--- src/rtl/dpwm_pkg.sv ---
`timescale 1ns/1ps
package dpwm_pkg;
  // Width of the programmed value and of the free-running counter.
  parameter int CNT_W = 14;
  // Width of a host register.
  parameter int REG_W = 8;
  // Derived: one PWM period covers 2**HALF_W enabled clocks.
  localparam int HALF_W = CNT_W / 2;
  localparam int HI_W   = CNT_W - REG_W;

  // Strobes from control to datapath, valid in the current cycle.
  typedef struct packed {
    logic tick;    // enabled PWM clock edge
    logic wrap;    // this edge moves counter bits to a new period
    logic loadOp;  // operative value takes the host value on this edge
  } dpwmStrobe_t;
endpackage

--- src/rtl/dpwm_ctrl.sv ---
`timescale 1ns/1ps
module dpwm_ctrl #(
  parameter int CntW  = dpwm_pkg::CNT_W,
  parameter int HalfW = CntW / 2
) (
  input  logic                  clk,
  input  logic                  rst,
  input  logic                  pwmEn,
  input  logic                  loWr,
  input  logic                  hiWr,
  output dpwm_pkg::dpwmStrobe_t strobe,
  output logic [CntW-1:0]       nextCount
);
  logic [CntW-1:0] count;
  logic            loadPending;

  assign nextCount = count + 1'b1;

  // Free-running counter, advanced only by the enable.
  always_ff @(posedge clk) begin
    if (rst)        count <= '0;
    else if (pwmEn) count <= nextCount;
  end

  // Pending-load flag: armed by a low write, released by a high write.
  always_ff @(posedge clk) begin
    if (rst)       loadPending <= 1'b0;
    else if (hiWr) loadPending <= 1'b0;
    else if (loWr) loadPending <= 1'b1;
  end

  always_comb begin
    strobe.tick   = pwmEn;
    strobe.wrap   = pwmEn && (nextCount[HalfW-1:0] == '0);
    strobe.loadOp = strobe.wrap && !loadPending;
  end


  cnt_hold_chk: assert property (@(posedge clk) disable iff (rst)
    !pwmEn |=> $stable(count));


  pend_clr_chk: assert property (@(posedge clk) disable iff (rst)
    hiWr |=> !loadPending);


  pend_set_chk: assert property (@(posedge clk) disable iff (rst)
    (loWr && !hiWr) |=> loadPending);
endmodule

--- src/rtl/dpwm_dither.sv ---
`timescale 1ns/1ps
module dpwm_dither #(
  parameter int HalfW = dpwm_pkg::HALF_W
) (
  input  logic [HalfW-1:0] fineBits,
  input  logic [HalfW-1:0] periodIdx,
  output logic             stretch
);
  logic [HalfW-1:0] terms;

  // Fine bit j pairs with a period index whose lowest set bit is HalfW-1-j.
  for (genvar j = 0; j < HalfW; j++) begin : g_term
    if (j == HalfW - 1) begin : g_top
      assign terms[j] = fineBits[j] & periodIdx[0];
    end else begin : g_rest
      assign terms[j] = fineBits[j] & periodIdx[HalfW-1-j]
                        & (periodIdx[HalfW-2-j:0] == '0);
    end
  end

  assign stretch = |terms;
endmodule

--- src/rtl/dpwm_datapath.sv ---
`timescale 1ns/1ps
module dpwm_datapath #(
  parameter int CntW  = dpwm_pkg::CNT_W,
  parameter int RegW  = dpwm_pkg::REG_W,
  parameter int HalfW = CntW / 2,
  parameter int HiW   = CntW - RegW
) (
  input  logic                  clk,
  input  logic                  rst,
  input  dpwm_pkg::dpwmStrobe_t strobe,
  input  logic [CntW-1:0]       nextCount,
  input  logic                  loWr,
  input  logic [RegW-1:0]       loData,
  input  logic                  hiWr,
  input  logic [RegW-1:0]       hiData,
  output logic                  pwmOut
);
  logic [RegW-1:0]  hostLo;
  logic [HiW-1:0]   hostHi;
  logic [CntW-1:0]  opVal;
  logic [CntW-1:0]  effVal;
  logic [HalfW-1:0] coarse;
  logic [HalfW-1:0] fine;
  logic             coarseHit;
  logic             fineHit;
  logic             extHold;
  logic             outQ;
  logic             unusedHiBits;

  assign unusedHiBits = ^hiData[RegW-1:HiW];

  // Host registers, written on any cycle.
  always_ff @(posedge clk) begin
    if (rst) begin
      hostLo <= '0;
      hostHi <= '0;
    end else begin
      if (loWr) hostLo <= loData;
      if (hiWr) hostHi <= hiData[HiW-1:0];
    end
  end

  // Operative copy, refreshed at permitted period starts.
  always_ff @(posedge clk) begin
    if (rst)              opVal <= '0;
    else if (strobe.loadOp) opVal <= {hostHi, hostLo};
  end

  // At a loading wrap the new value already governs the new period.
  assign effVal    = strobe.loadOp ? {hostHi, hostLo} : opVal;
  assign coarse    = effVal[CntW-1:HalfW];
  assign fine      = effVal[HalfW-1:0];
  assign coarseHit = strobe.tick && (nextCount[HalfW-1:0] == coarse);

  dpwm_dither #(.HalfW(HalfW)) dither_i (
    .fineBits (fine),
    .periodIdx(nextCount[CntW-1:HalfW]),
    .stretch  (fineHit)
  );

  // Output flip-flop: a plain match clears it, the wrap sets it,
  // and a stretched match clears it one enabled clock later.
  always_ff @(posedge clk) begin
    if (rst) begin
      outQ    <= 1'b0;
      extHold <= 1'b0;
    end else if (strobe.tick) begin
      extHold <= coarseHit && fineHit;
      if (coarseHit && !fineHit) outQ <= 1'b0;
      else if (strobe.wrap)      outQ <= 1'b1;
      else if (extHold)          outQ <= 1'b0;
    end
  end

  assign pwmOut = outQ;


  op_hold_chk: assert property (@(posedge clk) disable iff (rst)
    !strobe.loadOp |=> $stable(opVal));


  ext_high_chk: assert property (@(posedge clk) disable iff (rst)
    extHold |-> outQ);


  out_fall_chk: assert property (@(posedge clk) disable iff (rst)
    $fell(outQ) |-> $past(strobe.tick));


  out_idle_chk: assert property (@(posedge clk) disable iff (rst)
    !strobe.tick |=> $stable(outQ));
endmodule

--- src/rtl/dither_pwm_dac.sv ---
`timescale 1ns/1ps
module dither_pwm_dac #(
  parameter int CntW = dpwm_pkg::CNT_W,
  parameter int RegW = dpwm_pkg::REG_W
) (
  input  logic            clk,
  input  logic            rst,
  input  logic            pwmEn,
  input  logic            loWr,
  input  logic [RegW-1:0] loData,
  input  logic            hiWr,
  input  logic [RegW-1:0] hiData,
  output logic            pwmOut
);
  localparam int HalfW = CntW / 2;
  localparam int HiW   = CntW - RegW;

  dpwm_pkg::dpwmStrobe_t strobe;
  logic [CntW-1:0]       nextCount;

  dpwm_ctrl #(.CntW(CntW), .HalfW(HalfW)) ctrl_i (
    .clk      (clk),
    .rst      (rst),
    .pwmEn    (pwmEn),
    .loWr     (loWr),
    .hiWr     (hiWr),
    .strobe   (strobe),
    .nextCount(nextCount)
  );

  dpwm_datapath #(.CntW(CntW), .RegW(RegW), .HalfW(HalfW), .HiW(HiW)) dp_i (
    .clk      (clk),
    .rst      (rst),
    .strobe   (strobe),
    .nextCount(nextCount),
    .loWr     (loWr),
    .loData   (loData),
    .hiWr     (hiWr),
    .hiData   (hiData),
    .pwmOut   (pwmOut)
  );
endmodule

--- config.mk ---
export PLATFORM = sky130hd
export DESIGN_NAME = dither_pwm_dac
export DESIGN_NICKNAME = d
export VERILOG_FILES = /design/src/rtl/dpwm_pkg.sv /design/src/rtl/dpwm_ctrl.sv /design/src/rtl/dpwm_dither.sv /design/src/rtl/dpwm_datapath.sv /design/src/rtl/dither_pwm_dac.sv
export SDC_FILE = /design/constraint.sdc
export NUM_CORES = 1
export LEC_CHECK = 0
export ABC_CLOCK_PERIOD_IN_PS = 6450
export CAP_MARGIN = 20
export CORE_MARGIN = 5
export CORE_UTILIZATION = 51
export CTS_CLUSTER_SIZE = 25
export DETAILED_ROUTE_END_ITERATION = 16
export DONT_BUFFER_PORTS = 1
export PLACE_DENSITY = 0.66
export SLEW_MARGIN = 0
export SYNTH_ARGS = -nofsm -noshare
export SYNTH_HDL_FRONTEND = slang
export SYNTH_HIERARCHICAL = 1
export SYNTH_SLANG_ARGS = --single-unit
--- constraint.sdc ---
create_clock -name clk -period 6.45 [get_ports clk]
set_clock_uncertainty 0.15 [all_clocks]
set_input_delay 0.3225 -clock clk [delete_from_list [all_inputs] [get_ports clk]]
set_output_delay 0.3225 -clock clk [all_outputs]
set_load 0.05 [all_outputs]
* Yosys cells after proc, flatten, opt, wreduce, memory -nomap -nowiden *
Index checks and enable logic that the tools add are counted.

operators by class
  equal/unequal tests = 1
  reductions and logical operators = 17
  bitwise gates (word level) = 14
  mux-type cells = 4
  add/subtract/negate cells = 1

operator list
  kind                     number
  $add A14 B1 Y14 const B  1
  $mux W14                 1
  $and A1 B1 Y1            13
  $eq A7 B7 Y1             1
  $logic_not A7 Y1         1
  $reduce_or A7 Y1         1
  $logic_not A6 Y1         1
  $logic_and A1 B1 Y1      5
  $logic_not A5 Y1         1
  $logic_not A4 Y1         1
  $logic_not A3 Y1         1
  $mux W1                  3
  $reduce_bool A3 Y1       1
  $logic_not A1 Y1         2
  $logic_not A2 Y1         1
  $reduce_and A2 Y1        1
  $reduce_or A2 Y1         1
  $not A1 Y1               1

word-level totals
  output and inout port bits = 1
  logic and storage cells = 44
  bits of input ports = 21
  flip-flop bits (word level) = 45

* Logic depth before layout (Yosys ltp) *
  depth in word-level cells = 12
  gate-level depth with buffers = 13

* Cells and area by module *
Netlist, hierarchy kept.

modules (own cells, without submodules)
  module         sequential area each (sq um)  instances  area each (sq um)  cells an instance
  dpwm_datapath  600.6                         1          1197.4             112
  dpwm_ctrl      300.3                         1          1067.3             126
  dpwm_dither    0.0                           1          78.8               12

* Least setup slack after synthesis *
OpenSTA, ideal clock, no wires.

  path kind = register -> register
  start point = register ctrl_i.count[1]
  end point = register dp_i.outQ, in the netlist dp_i/pwmOut
  period minus slack after synthesis = 3024 ps
  data required time = 6185 ps
  slack = 3426 ps
  buffers on the path = 2
  arrival time = 2759 ps
  setup time = 115 ps
  stages on the path, launching flop included = 13
  path through = dfxtp_1 ha_1 nand2_1 o32a_1 a211oi_1 buf_6 buf_12 mux2_2 a211oi_2 o21ai_1 a32o_1 nand4b_1 o21a_1

RTL lines
  item                    line                 RTL
  from (decl)             dpwm_ctrl.sv:14      logic [CntW-1:0] count;
  from (signal assigned)  dpwm_ctrl.sv:22      else if (pwmEn) count <= nextCount;
  to (signal assigned)    dpwm_datapath.sv:65  outQ <= 1'b0;
  to (signal assigned)    dpwm_datapath.sv:69  if (coarseHit && !fineHit) outQ <= 1'b0;
  to (signal assigned)    dpwm_datapath.sv:70  else if (strobe.wrap) outQ <= 1'b1;
  to (decl)               dpwm_datapath.sv:27  logic outQ;

==> results.json <==
{
  "area_of_all_sequential_standard_cells_um2": 901,
  "setup-violations-final": 0,
  "cts.sink_count": 45,
  "slew_violations": 0,
  "synth_area_per_cell_um2": 9.37,
  "run_status": "complete, no violations",
  "die_width_um": 77.8,
  "estimated_wirelength_of_the_detail_placed_design_um": 2780,
  "synth.yosys.seq_area_share_pct": 38.4,
  "timing.max_cap.violations": 0,
  "number_of_input_and_output_port_buffers_inserted": 0,
  "layout-drive-gt1-share_pct": 11.5,
  "routedLengthMet1_um": 2050,
  "power-per-cell-area_nw_per_um2": 216,
  "ir_worst_vdd_mv": 0.0869,
  "fmaxAchievable_ghz": 0.304,
  "synthesis.instances": 250,
  "cp_required_ns": 6.50,
  "comb_power_share_pct": 5.4,
  "cts_tree": "yes",
  "timing.critical_path.fanout_max": 14,
  "power.share.sequential_pct": 55.5,
  "critical_path.startpoint_type": "flop",
  "area.growth.synth_to_final_pct": 3.58,
  "met3_wirelength_um": 228,
  "cts_root_buffer": "sky130_fd_sc_hd__clkbuf_8",
  "multi_input_comb_area_um2": 1280,
  "finalHoldViolations": 0,
  "grt_antenna_before_repair": 0,
  "finish.instance_area_um2": 2430,
  "min_path_type": "in2reg",
  "ant_nets": 0,
  "timing.setup.tns_ns": 0,
  "timing.critical_path.arrival_ns": 3.33,
  "detailroute.via_count": 1649,
  "rsz_0062_raised_after_global_routing": "false",
  "groute.usage.overall_pct": 14.6,
  "gp_congestion": 0.758,
  "cts-buffers-inserted": 5,
  "internal_power_w": 0.000412,
  "critPathBufInv": 1,
  "power_switching_share_pct": 21.4,
  "detail_route.vias_per_cell": 5.59,
  "crit_path_max_incr_delay_ns": 0.51,
  "dr.pass1.iters": 4,
  "clock_network_power_share_pct": 39.1,
  "num_rows": 24,
  "post_route_wl_um": 4190,
  "cts_max_path_buffers": 2,
  "met2_wirelength_um": 1850,
  "post-route-period-util_pct": 51.0,
  "cp-end-kind": "flop",
  "floorplan.initialDensity_pct": 53.1,
  "vias_in_the_first_global_route": 1502,
  "core_area_um2": 4410,
  "finish.net_count": 266,
  "power.switching_w": 0.000112,
  "die_area_um2": 6050,
  "synth-main-ff-cell": "sky130_fd_sc_hd__dfxtp_1",
  "number_of_enable_flip_flop_cells_after_synthesis": 0,
  "worstPathCellList": "ha_1, nand2_1, o32a_1, a211oi_2, buf_4, mux2_2, a211oi_2, o21ai_1, a32o_1, nand4b_1, o21a_1",
  "largest_delay_share_family_worst_path": "compound AO/OA/AOI/OAI gates",
  "clock_insertion_delay_at_the_later_pin_of_the_skew_report_ns": 0.30,
  "maxUsedRoutingLayer": "met4",
  "postSynth.asyncResetShare_pct": 0,
  "ys_types": 44,
  "top_level_ports": 22,
  "layout.cells.most_common_list": "sky130_fd_sc_hd__dfxtp_1, sky130_fd_sc_hd__nor2_1, sky130_fd_sc_hd__mux2i_1",
  "grt_overflow": 0,
  "detail_route.wl_per_cell_um": 14.2,
  "p_leak_nw": 0.944,
  "grt_start_max_net_pins": 41,
  "cts-htree-levels": 2,
  "grt_pass1_wl_um": 7220,
  "final.min_clock_period_ns": 3.29,
  "cell_repeated_most_along_the_worst_path": "sky130_fd_sc_hd__a211oi_2",
  "worst_slew_pin_slew_ns": 0.529,
  "first_iter_violations": 101,
  "slew_headroom_pct": 64.7,
  "cts_resized": 0,
  "yosys_register_bits": 45,
  "remaining_drc_errors": 0,
  "synth-warning-count": 6,
  "num_antenna_cells": 0,
  "critical-path-slowest-cell": "sky130_fd_sc_hd__dfxtp_1",
  "layout_commonest_cell": "sky130_fd_sc_hd__dfxtp_1",
  "worstSetupPathType": "reg2reg",
  "syn_nets": 273,
  "filler_cell_count": 406,
  "clk_pin_slew_worst_paths_ns": 0.08,
  "whs_ns": 0.0246,
  "dpl_cell_area_um2": 2280,
  "synth.cell_area_um2": 2340,
  "die_height_um": 77.8
}
-- state kept, by name, indices dropped and copies added (netlist names) --
name                cells
ctrl_i/count           14
dp_i/pwmOut             1
dp_i/hostLo             8
dp_i/hostHi             6
dp_i/extHold            1
ctrl_i/loadPending      1
dp_i/opVal             14
-- through the flow --
stage                     std cells  util, %  setup WS, ns  power [W]
after global placement          285     51.7          3.19   0.000319
final                           295     55.0          3.16   0.000524
after global routing            295     55.0          2.98   0.000547
after floorplan                 250        -          3.43   0.000324
after detailed placement        285     51.7          3.16   0.000320
after CTS                       295     55.0          3.14   0.000531
-- cells by family (layout without fill, tap and decap cells) --
kind of cell             Yosys count  count (layout)  synth area share, %
XOR/XNOR                          23              23                 8.60
AO/OA/AOI/OAI                     26              26                 7.69
AND/OR/NAND/NOR                   95              95                 22.1
flip-flops                        45              45                 38.4
adder cells (fa/ha/maj)            2               2                 1.07
buffers and inverters             25              18                 6.99
multiplexers                      34              34                 15.1
-- what timing repair did --
| item | 4_1_cts | 5_1_grt |
|---|---|---|
| buffers inserted | 0 | 0 |
| hold buffers | 3 | 0 |
| hold endpoints to repair | 40 | 0 |
-- metal layers --
layer / global-route usage (%) / vias to the layer above
li1: - / 850
met1: 19.5 / 757
met2: 22.1 / 38
met3: 5.09 / 4
met4: 4.64 / 0
met5: 0 / -
-- worst register-to-register path: cells and delay by family (launching register included) --
kind | cells | cell delay [ns]
AOI/OAI and AO/OA | 6 | 1.24
DFF | 1 | 0.51
muxes | 1 | 0.39
adders and majority gates | 1 | 0.37
buffers and inverters | 1 | 0.27
and+or+nand+nor | 2 | 0.26
-- Yosys cell counts (2+ instances only) --
| master | count | area share, % |
|---|---|---|
| sky130_fd_sc_hd__dfxtp_1 | 45 | 38 |
| sky130_fd_sc_hd__nor2_1 | 33 | 5.3 |
| sky130_fd_sc_hd__mux2i_1 | 23 | 9.8 |
| sky130_fd_sc_hd__xor2_1 | 17 | 6.4 |
| sky130_fd_sc_hd__nor2b_1 | 12 | 3.2 |
| sky130_fd_sc_hd__mux2_2 | 11 | 5.3 |
| sky130_fd_sc_hd__nand2_1 | 11 | 1.8 |
| sky130_fd_sc_hd__nor4_1 | 9 | 2.4 |
| sky130_fd_sc_hd__a21oi_1 | 8 | 1.7 |
| sky130_fd_sc_hd__inv_1 | 7 | 1.1 |
| sky130_fd_sc_hd__clkbuf_1 | 6 | 0.96 |
| sky130_fd_sc_hd__xnor2_1 | 6 | 2.2 |
| sky130_fd_sc_hd__buf_6 | 5 | 2.4 |
| sky130_fd_sc_hd__nand4_1 | 5 | 1.3 |
| sky130_fd_sc_hd__buf_4 | 4 | 1.3 |
| sky130_fd_sc_hd__nand3_1 | 4 | 0.85 |
| sky130_fd_sc_hd__nor3_1 | 4 | 0.85 |
| sky130_fd_sc_hd__o31ai_1 | 4 | 1.3 |
| sky130_fd_sc_hd__or4_1 | 4 | 1.3 |
| sky130_fd_sc_hd__o21ai_0 | 3 | 0.64 |
| sky130_fd_sc_hd__a211oi_1 | 2 | 0.64 |
| sky130_fd_sc_hd__ha_1 | 2 | 1.1 |
| sky130_fd_sc_hd__nand2_2 | 2 | 0.53 |
| sky130_fd_sc_hd__nand2b_1 | 2 | 0.53 |
| sky130_fd_sc_hd__or3_1 | 2 | 0.53 |
-- power by group through the flow --
stage | Combinational [W] | Clock, W | Sequential, W
global placement | 0.0000217 | 0 | 0.000297
finish | 0.0000282 | 0.000205 | 0.000291
detailed placement | 0.0000221 | 0 | 0.000297
CTS | 0.0000285 | 0.000211 | 0.000291
floorplan | 0.0000290 | 0 | 0.000295
global route | 0.0000317 | 0.000223 | 0.000292
-- final cells by class --
cell class                 instances  area share [%]
multi-input combinational        180            52.9
sequential                        45            37.1
clock buffer                       5            2.84
tap                               52            2.68
timing repair buffer               4            1.96
clock inverter                     2            1.44
inverter                           7            1.08
-- worst paths after layout --
kind	startpoint	end	slack [ns]	depth (start not counted)
worst max-delay path	ctrl_i/count[0]	dp_i/pwmOut	3.16	11
worst min-delay path	loData[7]	dp_i/hostLo[7]	0.02	2
worst max register to register	ctrl_i/count[0]	dp_i/pwmOut	3.16	11
worst min register to register	dp_i/extHold	dp_i/extHold	0.34	2
No activity file was read; power rests on OpenSTA's default activity.
